## config.mk

```make
export PLATFORM = sky130hd
export DESIGN_NAME = lpm_seq_ctrl
export DESIGN_NICKNAME = d
export VERILOG_FILES = /design/src/rtl/lpm_pkg.sv /design/src/rtl/lpm_mode_reg.sv /design/src/rtl/lpm_wake_timer.sv /design/src/rtl/lpm_fsm.sv /design/src/rtl/lpm_seq_ctrl.sv
export SDC_FILE = /design/constraint.sdc
export NUM_CORES = 1
export LEC_CHECK = 0
export BUFFER_PORTS_ARGS = -buffer_cell sky130_fd_sc_hd__buf_4
export CAP_MARGIN = 25
export CORE_MARGIN = 2
export CORE_UTILIZATION = 50
export CTS_BUF_LIST = sky130_fd_sc_hd__clkbuf_2 sky130_fd_sc_hd__clkbuf_4 sky130_fd_sc_hd__clkbuf_8
export DETAILED_ROUTE_END_ITERATION = 8
export GPL_TIMING_DRIVEN = 0
export HOLD_SLACK_MARGIN = 0.05
export PLACE_DENSITY = 0.79
export SLEW_MARGIN = 0
export SYNTH_ARGS = -nofsm -noshare
export SYNTH_HDL_FRONTEND = slang
export SYNTH_SLANG_ARGS = --single-unit
```

## constraint.sdc

```tcl
create_clock -name clk -period 1.7 [get_ports clk]
set_clock_uncertainty 0.05 [all_clocks]
set_input_delay 0.34 -clock clk [delete_from_list [all_inputs] [get_ports clk]]
set_output_delay 0.34 -clock clk [all_outputs]
set_load 0.005 [all_outputs]
```

## src/rtl/lpm_pkg.sv

```systemverilog
// Shared types for the low-power sequencer.
// Assumes: one state active at a time; output pattern depends only on state
// and the external-program-memory strap.
package lpm_pkg;

    typedef enum logic [2:0] {
        ST_RUN    = 3'd0,
        ST_IDLE   = 3'd1,
        ST_PDOWN  = 3'd2,
        ST_WARM   = 3'd3,
        ST_RSTWIN = 3'd4
    } lpm_state_e;

    typedef struct packed {
        logic cpu_clk_en;
        logic per_clk_en;
        logic osc_en;
        logic ram_wr_inhibit;
        logic strb_force;
        logic strb_level;
        logic p0_float;
        logic p2_addr;
    } lpm_out_s;

    // Maps a state and the program-memory strap onto the pin-level controls.
    function automatic lpm_out_s lpm_decode(lpm_state_e st, logic ext_prog);
        lpm_out_s o;
        o = '0;
        case (st)
            ST_RUN: begin
                o.cpu_clk_en = 1'b1;
                o.per_clk_en = 1'b1;
                o.osc_en     = 1'b1;
            end
            ST_IDLE: begin
                o.per_clk_en = 1'b1;
                o.osc_en     = 1'b1;
                o.strb_force = 1'b1;
                o.strb_level = 1'b1;
                o.p0_float   = ext_prog;
                o.p2_addr    = ext_prog;
            end
            ST_PDOWN: begin
                o.strb_force = 1'b1;
                o.p0_float   = ext_prog;
            end
            ST_WARM: begin
                o.osc_en     = 1'b1;
                o.strb_force = 1'b1;
                o.p0_float   = ext_prog;
            end
            ST_RSTWIN: begin
                o.cpu_clk_en     = 1'b1;
                o.per_clk_en     = 1'b1;
                o.osc_en         = 1'b1;
                o.ram_wr_inhibit = 1'b1;
            end
            default: o = '0;
        endcase
        return o;
    endfunction

endpackage

```

## src/rtl/lpm_mode_reg.sv

```systemverilog
// Request field written by software.
// Loads only while the core runs; hardware clear wins over a write.
module lpm_mode_reg #(
    parameter int FIELD_W = 2
) (
    input  logic               clk,
    input  logic               rst_n,
    input  logic               wr,
    input  logic [FIELD_W-1:0] wdata,
    input  logic               accept,
    input  logic               clr,
    output logic [FIELD_W-1:0] bits
);

    // Holds the request field; clear has priority over a software write.
    always_ff @(posedge clk) begin
        if (!rst_n || clr) begin
            bits <= '0;
        end else if (wr && accept) begin
            bits <= wdata;
        end
    end

endmodule

```

## src/rtl/lpm_wake_timer.sv

```systemverilog
// Shared delay counter: counts slow reference ticks for the oscillator
// restart, or plain clock cycles for the RAM write-block window.
// Assumes: at most one of slow_en / fast_en is high; clear restarts from zero.
module lpm_wake_timer #(
    parameter int SLOW_LIM = 16,
    parameter int FAST_LIM = 24
) (
    input  logic clk,
    input  logic rst_n,
    input  logic clear,
    input  logic slow_en,
    input  logic fast_en,
    input  logic ref_tick,
    output logic expire
);

    localparam int LIM_MAX = (SLOW_LIM > FAST_LIM) ? SLOW_LIM : FAST_LIM;
    localparam int CW      = $clog2(LIM_MAX + 1);
    localparam logic [CW-1:0] SLOW_END = CW'(SLOW_LIM - 1);
    localparam logic [CW-1:0] FAST_END = CW'(FAST_LIM - 1);

    logic [CW-1:0] cnt_q;
    logic          step;
    logic [CW-1:0] end_v;

    // Selects the advance condition and terminal count for the active use.
    always_comb begin
        step   = (slow_en && ref_tick) || fast_en;
        end_v  = slow_en ? SLOW_END : FAST_END;
        expire = step && (cnt_q == end_v);
    end

    // Advances the count; wraps to zero on expiry or clear.
    always_ff @(posedge clk) begin
        if (!rst_n || clear || expire) begin
            cnt_q <= '0;
        end else if (step) begin
            cnt_q <= cnt_q + CW'(1);
        end
    end

endmodule

```

## src/rtl/lpm_fsm.sv

```systemverilog
// Sleep-state sequencer: picks the next state from the request field, the
// wake sources and the delay timer, and produces the clear and ready pulses.
// Assumes: inputs are synchronous to clk; ext_rst outranks every other source.
module lpm_fsm
    import lpm_pkg::*;
(
    input  logic       clk,
    input  logic       rst_n,
    input  logic       bit_idle,
    input  logic       bit_pd,
    input  logic       irq_pending,
    input  logic       ext_irq_req,
    input  logic       ext_irq_level,
    input  logic       ext_rst,
    input  logic       tmr_expire,
    output lpm_state_e st,
    output logic       lvl_cfg_q,
    output logic       bits_clr,
    output logic       tmr_clear,
    output logic       tmr_slow,
    output logic       tmr_fast,
    output logic       wake_ready
);

    lpm_state_e st_d;
    logic       ready_d;
    logic       enter_pd;

    // Next-state choice for each state, reset first.
    always_comb begin
        st_d = st;
        case (st)
            ST_RUN: begin
                if (!ext_rst) begin
                    if (bit_pd)        st_d = ST_PDOWN;
                    else if (bit_idle) st_d = ST_IDLE;
                end
            end
            ST_IDLE: begin
                if (ext_rst)          st_d = ST_RSTWIN;
                else if (irq_pending) st_d = ST_RUN;
            end
            ST_PDOWN: begin
                if (ext_rst)                         st_d = ST_RUN;
                else if (ext_irq_req && lvl_cfg_q)   st_d = ST_WARM;
            end
            ST_WARM: begin
                if (ext_rst || tmr_expire) st_d = ST_RUN;
            end
            ST_RSTWIN: begin
                if (tmr_expire) st_d = ST_RUN;
            end
            default: st_d = ST_RUN;
        endcase
    end

    // Side signals: field clear, timer mode, ready and level-latch enable.
    always_comb begin
        bits_clr  = ext_rst || ((st != ST_RUN) && (st_d == ST_RUN));
        tmr_slow  = (st == ST_WARM);
        tmr_fast  = (st == ST_RSTWIN);
        tmr_clear = !(tmr_slow || tmr_fast);
        ready_d   = (st == ST_WARM) && !ext_rst && tmr_expire;
        enter_pd  = (st == ST_RUN) && !ext_rst && bit_pd;
    end

    // State, ready flag and the level-sensitivity snapshot taken on entry.
    always_ff @(posedge clk) begin
        if (!rst_n) begin
            st         <= ST_RUN;
            wake_ready <= 1'b0;
            lvl_cfg_q  <= 1'b0;
        end else begin
            st         <= st_d;
            wake_ready <= ready_d;
            if (enter_pd) lvl_cfg_q <= ext_irq_level;
        end
    end

endmodule

```

## src/rtl/lpm_seq_ctrl.sv

```systemverilog
// Top of the low-power sequencer: request field, state machine, shared delay
// timer and the state-to-pin decode.
// Assumes: ref_tick is a single-cycle pulse from a slower free-running clock
// domain already brought into clk; ext_rst is the synchronised reset pin.
module lpm_seq_ctrl
    import lpm_pkg::*;
#(
    parameter int RESTART_TICKS = 16,
    parameter int INH_CYC       = 24
) (
    input  logic       clk,
    input  logic       rst_n,
    input  logic       ref_tick,
    input  logic       ctl_wr,
    input  logic [1:0] ctl_wdata,
    input  logic       irq_pending,
    input  logic       ext_irq_req,
    input  logic       ext_irq_level,
    input  logic       ext_rst,
    input  logic       ext_prog_mem,
    output logic [1:0] mode_bits,
    output logic       cpu_clk_en,
    output logic       per_clk_en,
    output logic       osc_en,
    output logic       ram_wr_inhibit,
    output logic       strb_force,
    output logic       strb_level,
    output logic       p0_float,
    output logic       p2_addr,
    output logic       wake_ready
);

    lpm_state_e st;
    lpm_out_s   pins;
    logic       lvl_q;
    logic       bits_clr;
    logic       tmr_clear;
    logic       tmr_slow;
    logic       tmr_fast;
    logic       tmr_expire;

    lpm_mode_reg #(.FIELD_W(2)) u_mode (
        .clk    (clk),
        .rst_n  (rst_n),
        .wr     (ctl_wr),
        .wdata  (ctl_wdata),
        .accept (st == ST_RUN),
        .clr    (bits_clr),
        .bits   (mode_bits)
    );

    lpm_wake_timer #(
        .SLOW_LIM (RESTART_TICKS),
        .FAST_LIM (INH_CYC)
    ) u_timer (
        .clk      (clk),
        .rst_n    (rst_n),
        .clear    (tmr_clear),
        .slow_en  (tmr_slow),
        .fast_en  (tmr_fast),
        .ref_tick (ref_tick),
        .expire   (tmr_expire)
    );

    lpm_fsm u_fsm (
        .clk           (clk),
        .rst_n         (rst_n),
        .bit_idle      (mode_bits[0]),
        .bit_pd        (mode_bits[1]),
        .irq_pending   (irq_pending),
        .ext_irq_req   (ext_irq_req),
        .ext_irq_level (ext_irq_level),
        .ext_rst       (ext_rst),
        .tmr_expire    (tmr_expire),
        .st            (st),
        .lvl_cfg_q     (lvl_q),
        .bits_clr      (bits_clr),
        .tmr_clear     (tmr_clear),
        .tmr_slow      (tmr_slow),
        .tmr_fast      (tmr_fast),
        .wake_ready    (wake_ready)
    );

    // Drives the pin-level controls from the current state.
    always_comb begin
        pins           = lpm_decode(st, ext_prog_mem);
        cpu_clk_en     = pins.cpu_clk_en;
        per_clk_en     = pins.per_clk_en;
        osc_en         = pins.osc_en;
        ram_wr_inhibit = pins.ram_wr_inhibit;
        strb_force     = pins.strb_force;
        strb_level     = pins.strb_level;
        p0_float       = pins.p0_float;
        p2_addr        = pins.p2_addr;
    end

endmodule

```

Yosys cells after proc, flatten, opt, wreduce, memory -nomap -nowiden --
Index checks and enable logic that the tools add are counted.
Storage, ports and cells: bits in registers 12, output and inout bits 11, bits of input ports 11, word-level logic and storage cells 56
Cells by class: mux-type cells 19, add/sub/neg operators 1, eq/ne operators 5, reduce and logical (&&, ||, !) cells 26
Operator list (number):
- $mux 3 | 9
- $pmux 3 s5 | 1
- $logic_and 1x1->1 | 9
- $mux 1 | 8
- $logic_or 1x1->1 | 7
- $eq 3x2->1 const B | 2
- $logic_not 3->1 | 2
- $reduce_or 3->1 | 2
- $add 5x1->5 const B | 1
- $eq 5x5->1 | 1
- $mux 5 | 1
- $reduce_or 4->1 | 1
- $eq 3x1->1 const B | 1
- $eq 3x3->1 const B | 1
- $logic_not 1->1 | 3
- $reduce_bool 3->1 | 1
- $reduce_or 2->1 | 1

Depth between registers and ports, before layout --
Gate-level depths: netlist (run 1).
word-level depth 11, depth in mapped cells 6

By module --
A second synthesis (run 1) with hierarchy kept.
Unflattened totals: cells, all modules 84, area, all modules 738.2 um2
Modules (own cells, without submodules):
- lpm_fsm | times used 1, sequential area each 100.1 um2, cells an instance 37, area an instance 317.8 um2
- lpm_wake_timer | times used 1, sequential area each 100.1 um2, cells an instance 29, area an instance 274.0 um2
- lpm_mode_reg | times used 1, sequential area each 40.0 um2, cells an instance 9, area an instance 86.3 um2
- lpm_seq_ctrl | times used 1, sequential area each 0.0 um2, cells an instance 9, area an instance 60.1 um2

Worst setup path before layout (run 1) --
OpenSTA, ideal clock, no wires.
path kind register -> register, start register u_fsm.st[1], end register u_mode.bits[1], stages on the path, launching flop included 6, library setup time 0.127 ns, path slack 0.118 ns, arrival 1.404 ns, path buffers 0, period minus slack after synthesis 1.582 ns, cell sequence dfxtp_1 -> or3b_1 -> nand2_2 -> o2111ai_4 -> a211oi_2 -> nor4b_2
Between the ends: cells in the longest elaborated chain, start to end 11, elaborated cells between the ends (all ways) 27, classes of those cells eq/ne: 5; mux: 11; reduce/logical: 11
Ends and longest elaborated chain:
- start: declaration | line lpm_fsm.sv:16 | output lpm_state_e st,
- start signal: assignment | line lpm_fsm.sv:74 | st <= st_d;
- $eq 3x2->1 | line lpm_fsm.sv:32, lpm_fsm.sv:60
- $mux 5 or $logic_and 1x1->1 (tied branches) | line lpm_wake_timer.sv:29, lpm_wake_timer.sv:28
- $eq 5x5->1 or $logic_or 1x1->1 (tied branches) | line lpm_wake_timer.sv:30, lpm_wake_timer.sv:28
- $logic_and 1x1->1 | line lpm_wake_timer.sv:30 | expire = step && (cnt_q == end_v);
- $logic_or 1x1->1 | line lpm_fsm.sv:48 | if (ext_rst || tmr_expire) st_d = ST_RUN;
- $mux 3 | line lpm_fsm.sv:48
- $pmux 3 s5 | line lpm_fsm.sv:32 | case (st)
- $logic_not 3->1 | line lpm_fsm.sv:59 | bits_clr = ext_rst || ((st != ST_RUN) && (st_d == ST_RUN));
- $logic_and 1x1->1 | line lpm_fsm.sv:59
- $logic_or 1x1->1 | line lpm_fsm.sv:59
- $logic_or 1x1->1 | line lpm_mode_reg.sv:17 | if (!rst_n || clr) begin
- end signal: assignment | line lpm_mode_reg.sv:20 | bits <= wdata;
- end: declaration | line lpm_mode_reg.sv:12 | output logic [FIELD_W-1:0] bits
Several ways; a longest one is shown, not always the timed one. A chain may end at the register's enable or synchronous reset.

Worst setup path after layout (run 1) --
start register u_fsm.st[2], end output port per_clk_en
Between the ends: cells in the longest elaborated chain, start to end 3, elaborated cells between the ends (all ways) 5, classes of those cells eq/ne: 2; mux: 1; reduce/logical: 2
Ends and longest elaborated chain:
- $eq 3x3->1 (tied with other cells) | line lpm_pkg.sv:29 | case (st)
- $reduce_or 3->1 (no source line) *
- $mux 1 * | line lpm_pkg.sv:29
- end: declaration | line lpm_seq_ctrl.sv:23 | output logic per_clk_en,
Mark *: on every way between the ends. The rest lies on a longest branch, timed or not.

==> flow_summary_export.csv, run 1 <==
group,metric,value,unit
outcome,outcome,"finished with violations",
outcome,violations,"setup timing",
drt,routed_wl,2010,microns
sta,final.setup.worst_slack,-0.0229,ns
final_layout,final_area,1080,sq um
logic_synthesis,ys_types,39,
final_layout,syn_to_final_growth,44.0,%
logic_synthesis,synth.largest_area_cell,"dfxtp_1",
placed_design,post-dp-hpwl,1290,microns
global_routing,grt_overflow,0,
final_layout,seqCellArea,244,sq um
worst_setup_path,reg2reg_depth,6,
logic_synthesis,synth_area,748,sq um
worst_setup_path,start_kind,"register",
job,drv_cap,0,
logic_synthesis,ys_ff_latch,12,
placed_design,port_buffers,21,
logic_synthesis,synthCells,80,
sta,fin_crit,1.72,ns
drt,drtIter0Drc,17,
global_routing,use_met1,0.287,
floorplanning,die_area,1820,sq um
final_layout,multi_input_area,504,sq um
clocking,clkTransAtPathRegs,0.08,ns
clocking,root_buffer,"clkbuf_4",
final_layout,utilization,0.798,
floorplanning,io_pins,22,
global_routing,grt_pass1_vias,690,
floorplanning,fp-row-count,13,
logic_synthesis,yosys.area.top_type_share,0.321,
worst_setup_path,critPathArrivalTime,1.33,ns
sta,rsz0062_at_grt,"yes",
global_routing,gr-usage-met3,0.0681,
drt,vias,751,
final_layout,fin_nets,125,
final_layout,fillers,92,
clocking,clock_path_buffers,2,
logic_synthesis,synth_warnings,0,
drt,routedWlPerCell,15.8,microns
worst_setup_path,required,1.31,ns
logic_synthesis,netlist_top_cells_area,"dfxtp_1 (32%), nor4b_2 (6.0%), mux2i_1 (5.4%)",
worst_setup_path,end_kind,"primary output",
pwr,leakage,0.000436,uW
pwr,ir_worst_vdd,0.000551,V
sta,holdWs,0.206,ns
logic_synthesis,postSynthAreaPerCell,9.35,sq um
clocking,cts_sinks,12,
drt,vias_per_cell,5.91,
pwr,powerDensity,559,nW/um^2
clocking,cts_buffers,3,
sta,slew_viol_final,0,
worst_setup_path,cp_max_fo,4,
sta,setup_tns,-0.0777,ns
global_routing,grt_usage,0.228,
floorplanning,die_h,42.7,microns
placed_design,placed_area,925,sq um
clocking,cts_tree,"built",
clocking,htreeDepth,1,
drt,first_pass_iters,4,
sta,max_clock_freq,580,MHz
floorplanning,core,1350,sq um
sta,maxSlewHeadroom,0.768,
clocking,clk_latency,0.29,ns
pwr,finalPower,602,uW
floorplanning,start_util,0.554,
worst_setup_path,critPathKind,"register to primary output",
sta,finalHoldViolations,0,
global_routing,grt_pass1_wl,3040,microns
global_routing,grt_max_degree,11,
logic_synthesis,ys_seq_area_frac,0.321,
floorplanning,die_width,42.7,microns
global_routing,met2_usage,0.336,
final_layout,drive_gt1_frac,0.509,
worst_setup_path,reg2reg_slack,-0.02,ns
drt,drcViolationCount,0,
sta,finalCritPeriodShare,1.01,
sta,setup_violations,5,
final_layout,antennaDiodeCount,0,
placed_design,gp_congestion,0.868,
global_routing,antenna_found_initial,0,
global_routing,grt_busiest_layer,"met2",
drt,ant_nets,0,
logic_synthesis,synth_nets,92,
sta,worst_pin_slew,0.346,ns
min_path,hold_path_depth,2,
min_path,min_path_type,"primary input to register",
[report_power, final]
group / total (uW) / internal, uW / switching, uW
clock: 238 / 131 / 107
sequential: 287 / 284 / 3.25
combinational: 76.6 / 43.7 / 32.9
[final cells by class]
cell class / instances / share of cell area
plain buffers: 5 / 0.0418
inverters: 3 / 0.0105
multi-input cells: 60 / 0.468
repair buffers: 28 / 0.202
clock buffers: 4 / 0.0337
well taps: 15 / 0.0174
flip-flops and latches: 12 / 0.226
[timing repair]
item	4_1_cts	5_1_grt
endpoints found under the setup margin	6	6
endpoints found under the hold margin	0	0
hold buffers	0	0
resized for setup	10	8
setup buffers	2	5
pin swaps	4	10
[registers in the layout, summed over array words and instances, names as in the netlist]
register / count
u_fsm.st: 3
u_fsm.wake_ready: 1
u_mode.bits: 2
u_timer.cnt_q: 5
u_fsm.lvl_cfg_q: 1
[cell usage after synthesis, drive strengths merged]
cell	instances
nor3	1
a21oi	5
o2111ai	1
nor4b	3
dfxtp	12
o21ai	2
nor2	9
xnor2	1
nand4b	2
or2	1
buf	5
xor2	3
and3b	2
nand2b	1
nor2b	2
or3b	1
nand2	3
a22oi	1
a211oi	1
mux2i	4
and3	1
nor4	1
ha	1
nor3b	3
nand3	2
and2	2
o31ai	2
inv	3
nand4	2
nand3b	1
a311oi	2
[layer usage]
metal  up-vias  wire (microns)
li1        362               -
met1       363             846
met2        20            1010
met3         6              92
met4         0              63
met5         -               0
[kinds of logic (layout without fill, tap and decap cells)]
logic type               after synthesis  in the layout  synth area share
AO/OA/AOI/OAI                         14             14             0.157
XOR/XNOR                               4              4            0.0468
adder cells (fa/ha/maj)                1              1            0.0167
buffers and inverters                  8             40            0.0635
flip-flops                            12             12             0.321
multiplexers                           4              4            0.0535
AND/OR/NAND/NOR                       37             37             0.341
[critical path, cell delays in order, from the launching register on]
cell and delay, ns:
dfxtp_2 0.34, buf_6 0.12, buf_6 0.12, buf_4 0.13, a21oi_1 0.18, buf_4 0.15
[per-stage QoR]
step | worst slack [ns] | std cells
finish | -0.0229 | 127
CTS | -0.00654 | 122
global route | -0.0844 | 127
detailed placement | -0.0282 | 116
global placement | -0.0221 | 116
floorplan | 0.118 | 80
[path summary, 6_finish.rpt]
check | from | to
min reg2reg | u_timer.cnt_q[1] | u_timer.cnt_q[1]
max | u_fsm.st[2] | per_clk_en
min | ext_rst | u_mode.bits[1]
max reg2reg | u_fsm.st[2] | u_mode.bits[1]
[cell usage in the layout (no fill, tap or decap), types with 2 or more instances in the layout]
master	n
nand4b_1	2
a21oi_1	4
nand3_1	2
nor3b_1	2
nor2b_1	2
o21ai_1	2
dfxtp_1	9
nand4_1	2
mux2i_1	4
buf_6	4
dfxtp_2	3
nor2_1	8
inv_2	2
xor2_1	3
clkbuf_4	3
buf_4	29
nand2_1	2
and2_1	2
nor4b_2	3
Power figures use the tool's default switching activity.
==> run 2: changes to the inputs <==
--- a/config.mk
+++ b/config.mk
@@ -13,7 +13,7 @@
 export DETAILED_ROUTE_END_ITERATION = 8
 export GPL_TIMING_DRIVEN = 0
 export HOLD_SLACK_MARGIN = 0.05
-export PLACE_DENSITY = 0.79
+export PLACE_DENSITY = 0.75
 export SLEW_MARGIN = 0
 export SYNTH_ARGS = -nofsm -noshare
 export SYNTH_HDL_FRONTEND = slang
==> run 2 against run 1 <==
Effect of this change:
- the flow still finishes with violations (setup timing)
- clock-buffer cell count is the same
- register-to-register slack about the same
- die area did not move
- total power is 1.0% lower
- critical path type is now register to register
==> flow_summary_export.csv, run 2 (synthesized netlist as in run 1, its figures left out) <==
group,metric,value,unit
outcome,outcome,"finished with violations",
outcome,violations,"setup timing",
pwr,leakage,0.000478,uW
clocking,cts_buffers,3,
worst_setup_path,end_kind,"register",
sta,finalCritPeriodShare,1.02,
pwr,powerDensity,513,nW/um^2
final_layout,largestRegisters,"u_timer.cnt_q: 5 flops, u_fsm.st: 3 flops, u_mode.bits: 2 flops",
final_layout,largest_reg_flops,5,
placed_design,placed_area,925,sq um
sta,setup_violations,3,
sta,fin_crit,1.74,ns
pwr,p_switching,136,uW
drt,drcViolationCount,0,
floorplanning,die_h,42.7,microns
global_routing,grt_pass1_vias,733,
final_layout,fin_nets,134,
clocking,root_buffer,"clkbuf_4",
pwr,combPwrFrac,0.139,
sta,final.setup.worst_slack,-0.0363,ns
min_path,min_path_type,"primary input to register",
clocking,cts_sinks,12,
global_routing,grt_pass1_wl,3260,microns
final_layout,layout_commonest_cell,"buf_4",
global_routing,antenna_found_initial,0,
drt,vias,808,
worst_setup_path,critPathArrivalTime,1.84,ns
sta,finalHoldViolations,0,
drt,vias_per_cell,5.94,
sta,rsz0062_at_grt,"yes",
drt,drtIter0Drc,34,
sta,slew_viol_final,0,
sta,max_clock_freq,576,MHz
final_layout,drive_gt1_frac,0.562,
final_layout,max_flop_register,"u_timer.cnt_q",
global_routing,grt_max_degree,11,
sta,setup_tns,-0.0812,ns
job,drv_cap,0,
clocking,clkTransAtPathRegs,0.08,ns
global_routing,grt_usage,0.241,
final_layout,utilization,0.860,
final_layout,syn_to_final_growth,55.2,%
clocking,hold_buffers,0,
final_layout,final_area,1160,sq um
clocking,htreeDepth,1,
floorplanning,die_width,42.7,microns
drt,routedWlPerCell,16.7,microns
drt,routed_wl,2280,microns
global_routing,grt_overflow,0,
floorplanning,start_util,0.554,
worst_setup_path,critPathKind,"register to register",
worst_setup_path,required,1.80,ns
sta,worst_pin_slew,0.396,ns
sta,maxSlewHeadroom,0.733,
worst_setup_path,start_kind,"register",
pwr,ir_worst_vdd,0.000439,V
pwr,pwr-share-seq,0.480,
drt,ant_nets,0,
clocking,clock_path_buffers,2,
final_layout,antennaDiodeCount,0,
worst_setup_path,cp_max_fo,6,
pwr,p_sw_frac,0.228,
floorplanning,io_pins,22,
placed_design,gp_congestion,0.871,
placed_design,port_buffers,21,
clocking,clk_latency,0.28,ns
floorplanning,die_area,1820,sq um
placed_design,post-dp-hpwl,1270,microns
pwr,p_int,460,uW
floorplanning,core,1350,sq um
final_layout,final_cell_mix,"buf_4 (37), dfxtp_1 (9), nor2_1 (8)",
drt,first_pass_iters,4,
floorplanning,fp-row-count,13,
pwr,pwr-share-clk,0.381,
clocking,cts_tree,"built",
==> run 2: path summary, 6_finish.rpt <==
| check | depth (start not counted) | start | slack [ns] | end |
|---|---|---|---|---|
| worst max-delay path | 5 | u_fsm.st[1] | -0.04 | u_mode.bits[1] |
| worst min-delay path | 2 | ext_rst | 0.24 | u_mode.bits[0] |
| worst max register to register | 5 | u_fsm.st[1] | -0.04 | u_mode.bits[1] |
| worst min register to register | 2 | u_timer.cnt_q[1] | 0.45 | u_timer.cnt_q[1] |
==> run 2: area by class of cell <==
class | instances | area (sq um)
Tap cell | 15 | 18.8
Sequential cell | 12 | 246
Multi-Input combinational cell | 60 | 518
Fill cell | 69 | 189
Buffer | 5 | 48.8
Timing Repair Buffer | 37 | 279
Inverter | 3 | 13.8
Clock buffer | 4 | 36.3
==> run 2: critical path: stages, from the launching register on <==
cell       delay [ns]
dfxtp_4          0.38
or3b_4           0.44
nand2_2          0.14
o2111ai_4        0.17
a211oi_4         0.35
nor4b_2          0.09
==> run 2: per-layer routing <==
metal | part of all wire | global-route usage | up-vias
li1 | - | - | 378
met1 | 0.40 | 0.291 | 379
met2 | 0.51 | 0.388 | 47
met3 | 0.080 | 0.0979 | 4
met4 | 0.0070 | 0.0750 | 0
met5 | 0 | 0 | -
==> run 2: timing repair <==
item,CTS,global route
setup buffers,5,10
gates resized for setup,17,6
pin swaps,6,10
endpoints found under the setup margin,7,9
gates cloned,1,0
==> run 2: per-stage QoR <==
stage	worst slack (ns)	hold slack, ns	power [uW]	cells
after global routing	-0.0979	0.225	620	136
after detailed placement	-0.0831	0.439	359	116
after floorplan	0.118	0.361	325	80
after CTS	0.00399	0.229	592	126
after global placement	-0.0352	0.433	358	116
final	-0.0363	0.243	596	136
==> run 2: power groups by stage <==
stage | Clock (uW) | Combinational [uW] | Sequential (uW)
global placement | 0 | 64.7 | 293
detailed placement | 0 | 65.9 | 293
global route | 246 | 87.3 | 287
floorplan | 0 | 32.8 | 292
CTS | 230 | 74.4 | 287
finish | 227 | 82.7 | 286
